<file path="config.mk">
export PLATFORM = sky130hd
export DESIGN_NAME = codec_reg_access
export DESIGN_NICKNAME = d
export VERILOG_FILES = /design/src/rtl/crx_pkg.sv /design/src/rtl/crx_frame_timer.sv /design/src/rtl/crx_tx_serializer.sv /design/src/rtl/crx_rx_deserializer.sv /design/src/rtl/codec_reg_access.sv
export SDC_FILE = /design/constraint.sdc
export NUM_CORES = 1
export LEC_CHECK = 0
export ABC_AREA = 1
export BUFFER_PORTS_ARGS = -buffer_cell sky130_fd_sc_hd__buf_2
export CORE_MARGIN = 3
export CORE_UTILIZATION = 35
export DETAILED_ROUTE_END_ITERATION = 8
export GPL_ROUTABILITY_DRIVEN = 1
export PLACE_DENSITY_LB_ADDON = 0.25
export SYNTH_ARGS = -nofsm -noshare
export SYNTH_HDL_FRONTEND = slang
export SYNTH_SLANG_ARGS = --single-unit
export TNS_END_PERCENT = 30
</file>
<file path="constraint.sdc">
create_clock -name clk -period 1.25 [get_ports clk]
set_input_delay 0 -clock clk [delete_from_list [all_inputs] [get_ports clk]]
set_output_delay 0 -clock clk [all_outputs]
set_load 0.01 [all_outputs]
</file>
<file path="src/rtl/crx_pkg.sv">
package crx_pkg;
  localparam int ADDR_W      = 4;
  localparam int DATA_W      = 16;
  localparam int FRAME_BITS  = 64;
  localparam int CMD_W       = ADDR_W + 1 + DATA_W;
  localparam int CNT_W       = $clog2(FRAME_BITS);
  localparam int TX_ADDR_POS = 35;
  localparam int TX_RW_POS   = TX_ADDR_POS + ADDR_W;
  localparam int TX_DATA_POS = TX_RW_POS + 1;
  localparam int RX_ADDR_POS = 35;
  localparam int RX_DATA_POS = FRAME_BITS - DATA_W;

  typedef struct packed {
    logic [ADDR_W-1:0] addr;
    logic              wr;
    logic [DATA_W-1:0] data;
  } cmd_t;

  // frame bit k (transmit order) lives at vector index FRAME_BITS-1-k
  function automatic int vidx(input int k);
    return FRAME_BITS - 1 - k;
  endfunction

  function automatic logic [FRAME_BITS-1:0] pack_frame(input cmd_t c);
    logic [FRAME_BITS-1:0] v;
    v = '0;
    for (int i = 0; i < ADDR_W; i++) v[vidx(TX_ADDR_POS + i)] = c.addr[ADDR_W-1-i];
    v[vidx(TX_RW_POS)] = c.wr;
    for (int i = 0; i < DATA_W; i++) v[vidx(TX_DATA_POS + i)] = c.data[DATA_W-1-i];
    return v;
  endfunction

  function automatic cmd_t unpack_reply(input logic [FRAME_BITS-1:0] w);
    cmd_t r;
    r.wr = 1'b0;
    for (int i = 0; i < ADDR_W; i++) r.addr[ADDR_W-1-i] = w[vidx(RX_ADDR_POS + i)];
    for (int i = 0; i < DATA_W; i++) r.data[DATA_W-1-i] = w[vidx(RX_DATA_POS + i)];
    return r;
  endfunction

  function automatic logic tx_field_bit(input int k);
    return (k >= TX_ADDR_POS) && (k < TX_DATA_POS + DATA_W);
  endfunction
endpackage

</file>
<file path="src/rtl/crx_frame_timer.sv">
module crx_frame_timer #(
  parameter int FRAME_BITS = crx_pkg::FRAME_BITS,
  localparam int CNT_W = $clog2(FRAME_BITS)
) (
  input  logic             clk,
  input  logic             rst_n,
  input  logic             fsync,
  output logic             frame_start,
  output logic             active,
  output logic [CNT_W-1:0] bit_idx,
  output logic             reply_done
);
  localparam logic [CNT_W-1:0] LAST = CNT_W'(FRAME_BITS - 1);

  logic fsync_q;

  assign frame_start = fsync & ~fsync_q;
  assign reply_done  = active && (bit_idx == LAST);

  always_ff @(posedge clk) begin
    if (!rst_n) begin
      fsync_q <= 1'b0;
      active  <= 1'b0;
      bit_idx <= '0;
    end else begin
      fsync_q <= fsync;
      if (frame_start) begin
        active  <= 1'b1;
        bit_idx <= '0;
      end else if (active) begin
        if (bit_idx == LAST) begin
          active  <= 1'b0;
          bit_idx <= '0;
        end else begin
          bit_idx <= bit_idx + 1'b1;
        end
      end
    end
  end
endmodule

</file>
<file path="src/rtl/crx_tx_serializer.sv">
module crx_tx_serializer #(
  parameter int FRAME_BITS = crx_pkg::FRAME_BITS
) (
  input  logic                 clk,
  input  logic                 rst_n,
  input  logic                 frame_start,
  input  logic                 active,
  input  crx_pkg::cmd_t        cmd,
  output logic                 txd
);
  logic [FRAME_BITS-1:0] shifter;

  always_ff @(posedge clk) begin
    if (!rst_n)           shifter <= '0;
    else if (frame_start) shifter <= crx_pkg::pack_frame(cmd);
    else if (active)      shifter <= {shifter[FRAME_BITS-2:0], 1'b0};
  end

  assign txd = active & shifter[FRAME_BITS-1];
endmodule

</file>
<file path="src/rtl/crx_rx_deserializer.sv">
module crx_rx_deserializer #(
  parameter int FRAME_BITS = crx_pkg::FRAME_BITS
) (
  input  logic                  clk,
  input  logic                  rst_n,
  input  logic                  active,
  input  logic                  rxd,
  output logic [FRAME_BITS-1:0] rx_word
);
  logic [FRAME_BITS-2:0] rx_sh;

  always_ff @(posedge clk) begin
    if (!rst_n)      rx_sh <= '0;
    else if (active) rx_sh <= rx_word[FRAME_BITS-2:0];
  end

  // word as it stands including the bit sampled on this edge
  assign rx_word = {rx_sh, rxd};
endmodule

</file>
<file path="src/rtl/codec_reg_access.sv">
module codec_reg_access #(
  parameter int FRAME_BITS = crx_pkg::FRAME_BITS,
  parameter int CMD_W      = crx_pkg::CMD_W
) (
  input  logic             clk,
  input  logic             rst_n,
  input  logic             fsync,
  input  logic             cpu_we,
  input  logic [CMD_W-1:0] cpu_wdata,
  output logic [CMD_W-1:0] cpu_rdata,
  output logic             txd,
  input  logic             rxd
);
  localparam int CNT_W = $clog2(FRAME_BITS);

  logic                  frame_start;
  logic                  active;
  logic [CNT_W-1:0]      bit_idx;
  logic                  reply_done;
  logic [FRAME_BITS-1:0] rx_word;
  crx_pkg::cmd_t         cmd_next;
  crx_pkg::cmd_t         cmd_live;
  crx_pkg::cmd_t         result;

  crx_frame_timer #(.FRAME_BITS(FRAME_BITS)) u_timer (
    .clk(clk), .rst_n(rst_n), .fsync(fsync), .frame_start(frame_start),
    .active(active), .bit_idx(bit_idx), .reply_done(reply_done)
  );

  crx_tx_serializer #(.FRAME_BITS(FRAME_BITS)) u_tx (
    .clk(clk), .rst_n(rst_n), .frame_start(frame_start), .active(active),
    .cmd(cmd_next), .txd(txd)
  );

  crx_rx_deserializer #(.FRAME_BITS(FRAME_BITS)) u_rx (
    .clk(clk), .rst_n(rst_n), .active(active), .rxd(rxd), .rx_word(rx_word)
  );

  always_ff @(posedge clk) begin
    if (!rst_n) begin
      cmd_next <= '0;
      cmd_live <= '0;
      result   <= '0;
    end else begin
      if (cpu_we)      cmd_next <= crx_pkg::cmd_t'(cpu_wdata);
      if (frame_start) cmd_live <= cmd_next;
      if (reply_done)  result   <= crx_pkg::unpack_reply(rx_word);
    end
  end

  assign cpu_rdata = result;
endmodule

</file>
* After elaboration in Yosys (flattened, before gate mapping) *
Index checks and enable logic that the tools add are counted.

word-level totals
  flip-flop bits (word level) = 133
  input port bits = 26
  word-level logic and storage cells = 26

cells by class
  $add $sub $neg = 1
  equal/unequal tests = 1
  multiplexer cells = 6
  bitwise gates (word level) = 4
  reductions and logical operators = 3

operator list
  operator             number
  $mux 29              2
  $add 6x1->6 const B  1
  $eq 6x6->1 const B   1
  $mux 6               1
  $mux 1               3
  $and 1x1->1          2
  $not 1->1            2
  $reduce_bool 2->1    1
  $reduce_or 2->1      1
  $logic_and 1x1->1    1

* Depth between registers and ports, before layout *
  depth in word-level cells = 4
  mapped depth = 8
  mapped depth without buffers = 7

* Hierarchy *
Synthesis repeated with hierarchy kept, for this count alone.

unflattened totals
  cell total of the unflattened synthesis = 1050
  area, all modules = 7124.3 um^2

by module, submodules not included
  module               times used  cells an instance  area each (um^2)  seq. area each (um^2)
  crx_rx_deserializer  1           400                2590.0            1261.2
  crx_tx_serializer    1           334                2423.6            1121.1
  codec_reg_access     1           262                1725.4            820.8
  crx_frame_timer      1           54                 385.4             160.2

* Least setup slack after synthesis *
No wires, ideal clock.

  kind = register to register
  start point = reg u_timer.bit_idx[0]
  end point = reg result, in the netlist cpu_rdata[0]
  library setup time = 116 ps
  arrival time = 1145 ps
  required time = 1134 ps
  slack = -11 ps
  cell stages (with the launch flop) = 8
  clock period less this slack = 1261 ps
  cell sequence = dfxtp_1 -> ha_1 -> inv_1 -> nor2_4 -> nand2_2 -> clkbuf_1 -> o21ai_0 -> nor2_1

on the way
  cells in the longest elaborated chain, start to end = 2

RTL lines
  element                 RTL line                source
  from (decl)             crx_frame_timer.sv:10   output logic [CNT_W-1:0] bit_idx,
  from (signal assigned)  crx_frame_timer.sv:35   bit_idx <= bit_idx + 1'b1;
  $eq 6x6->1              crx_frame_timer.sv:18   assign reply_done = active && (bit_idx == LAST);
  $logic_and 1x1->1       crx_frame_timer.sv:18
  to (signal assigned)    codec_reg_access.sv:47  if (reply_done) result <= crx_pkg::unpack_reply(rx_word);
  to (decl)               codec_reg_access.sv:23  crx_pkg::cmd_t result;

Every way passes these cells.
A chain may end at the register's enable or synchronous reset.

* Worst setup path after layout *
  start point = reg u_timer.bit_idx[1]
  end point = reg result, in the netlist cpu_rdata[4]

The elaborated chain is that of the path after synthesis.

==> reports/metrics.csv <==
stage;metric;value;unit
run;maxCapViolCount;0;
timing;slew_viol_final;0;
final_layout;layout-drive-gt1-share;0.206;
synth;yosysUniqueCellTypes;25;
setup_path;startpoint_type;register;
setup_path;required;1.56;ns
clock_network;cts_max_level;4;
synth;synth_cells;614;
setup_path;r2r_cells;7;
synth;ys_seq_area_frac;0.544;
global_route;grt_overflow;0;
drt;wl_per_cell;11.5;um
synth;synth-edff-count;0;
synth;syn_area_per_cell;7.98;um^2
placed_design;portBuffers;46;
pwr;peakVddDrop;827;uV
final_layout;design_area;0.00632;mm^2
global_route;grt_pass1_vias;3819;
timing;max_freq;829;MHz
synth;synth_ff_type;dfxtp_1;
setup_path;cp-end-kind;register;
final_layout;num_antenna_cells;0;
final_layout;utilization;0.470;
floorplan;rows;42;
global_route;grt_max_degree;39;
floorplan;die_area;0.0155;mm^2
setup_path;worst-setup-path-type;register to register;
drt;ant_nets;0;
synth;synth_area_leader_cell;dfxtp_1;
clock_network;path_clk_slew;0.06;ns
placed_design;dp_hpwl;5980;um
synth;synth_area_leaders;dfxtp_1 (54%), nand2_1 (9.8%), nor2_1 (8.4%);
clock_network;clockRootBuffer;clkbuf_16;
status;status;complete, no violations;
pwr;p_leak;0.00247;uW
timing;rsz0062_at_grt;true;
drt;dr.first_iter.drc_count;230;
timing;hold_viol;0;
clock_network;clockBufferDepth;2;
drt;drt_wl_total;10100;um
setup_path;crit_arrival;1.51;ns
timing;skew;0.00745;ns
floorplan;start_util;0.364;
floorplan;fp.dieH;124;um
placed_design;dpl_cell_area;0.00533;mm^2
floorplan;die_x;124;um
synth;synth_common_cells;dfxtp_1 (133), nand2_1 (128), nor2_1 (110);
synth;async_reset_ff_frac;0;
worst_hold_path;min_path_cells;5;
floorplan;core_area;0.0135;mm^2
drt;drcViolationCount;0;
timing;fin_setup_tns;0;ns
final_layout;nNetsFinal;716;
setup_path;critPathMaxFanout;9;
clock_network;cts.sinks;133;
timing;period_share;0.965;
final_layout;syn_to_final_growth;29.1;%
drt;via_count;4039;
placed_design;globalplace.congestion;0.738;
global_route;antenna_found_initial;0;
pwr;finalPower;9810;uW
global_route;grt_pass1_wl;17500;um
clock_network;clkLatencyLatePin;0.41;ns
timing;finalCriticalPeriod;1.21;ns
synth;synth_area;0.00490;mm^2
drt;viasPerCell;4.62;
synth;synth_top_cell_area_share;0.544;
timing;setup_viol;0;
floorplan;ios;48;
timing;hold-worst-slack;0.0937;ns
synth;synth_warnings;0;
pwr;power_density;1550;mW/mm^2
clock_network;tritoncts;yes;
worst_hold_path;hold_class;input port to register;
clock_network;numCtsBuffers;17;
global_route;grt_use_total;0.136;
drt;firstDrtPassIters;4;
synth;ys_ff_latch;133;
synth;yosysMostFrequentCell;dfxtp_1;
synth;synthesis.nets;641;
[area by class of cell]
type | instances | area, um^2
fillers | 1324 | 7130
flip-flops and latches | 133 | 2670
multi-input cells | 413 | 1970
repair buffers | 101 | 828
clock buffers | 26 | 529
well taps | 176 | 220
inverters | 23 | 88.8
clock inverters | 3 | 17.5
[routing by layer]
layer	vias up	share of wire	global-route usage
li1	2139	-	-
met1	1809	0.47	0.163
met2	79	0.47	0.219
met3	12	0.044	0.0502
met4	0	0.018	0.0561
met5	-	0	0
[critical path: stages, from the launching register on]
cell     delay (ns)
dfxtp_2        0.33
ha_2           0.16
inv_1          0.07
nor2_4         0.11
nand2_4        0.09
buf_6          0.16
o21ai_2        0.12
nor2_1         0.05
[layout by cell type (no fill, tap or decap), types with 5 or more instances in the layout]
cell           instances
a211oi_1               8
a21oi_1               31
a21oi_2               23
a31oi_1               19
buf_12                 5
buf_2                 46
buf_4                 17
clkbuf_16             18
clkbuf_8               7
dfxtp_1              130
dlygate4sd3_1         29
inv_1                 19
nand2_1              126
nor2_1               109
o21ai_0               60
o21ai_1               13
o21ai_2                7
[path summary, 6_finish.rpt]
path / start / to / slack (ns)
worst max-delay path: u_timer.bit_idx[1] / cpu_rdata[4] / 0.04
worst min-delay path: cpu_we / cmd_next[6] / 0.09
worst max register to register: u_timer.bit_idx[1] / cpu_rdata[4] / 0.04
worst min register to register: u_tx.shifter[29] / u_tx.shifter[29] / 0.46
[repair_timing]
action,in CTS,in global routing
endpoints found under the hold margin,27,0
hold buffers,29,0
endpoints found under the setup margin,21,61
pin swaps,1,0
buffers inserted,0,2
gates resized for setup,11,28
cloned,1,1
[cells by family (layout without fill, tap and decap cells)]
family / count (synthesis) / after routing / synth area share
simple gates: 249 / 249 / 0.198
xor+xnor: 1 / 1 / 0.00179
flops: 133 / 133 / 0.544
fa+ha+maj: 1 / 1 / 0.00255
buf+inv: 68 / 153 / 0.0649
other cells: 1 / 1 / 0.000766
compound gates: 161 / 161 / 0.189
[where the power goes]
| group | total, uW | internal, uW | switching, uW |
|---|---|---|---|
| logic | 737 | 324 | 413 |
| clock network | 4550 | 2860 | 1690 |
| registers | 4520 | 4420 | 101 |
| total | 9810 | 7610 | 2210 |
[sequential cells by signal, indices dropped and copies added, names as in the netlist]
register         flops
cmd_next            21
cpu_rdata           20
u_rx.rx_sh          28
u_timer.active       1
u_timer.bit_idx      6
u_timer.fsync_q      1
u_tx.shifter        56
[through the flow]
step | cells | setup slack (ns)
after global routing | 875 | -0.0268
final | 875 | 0.0442
after global placement | 813 | -0.0253
after detailed placement | 813 | -0.0534
after CTS | 872 | -0.0155
after floorplan | 614 | 0.0144
(Power assumes the default switching activity.)
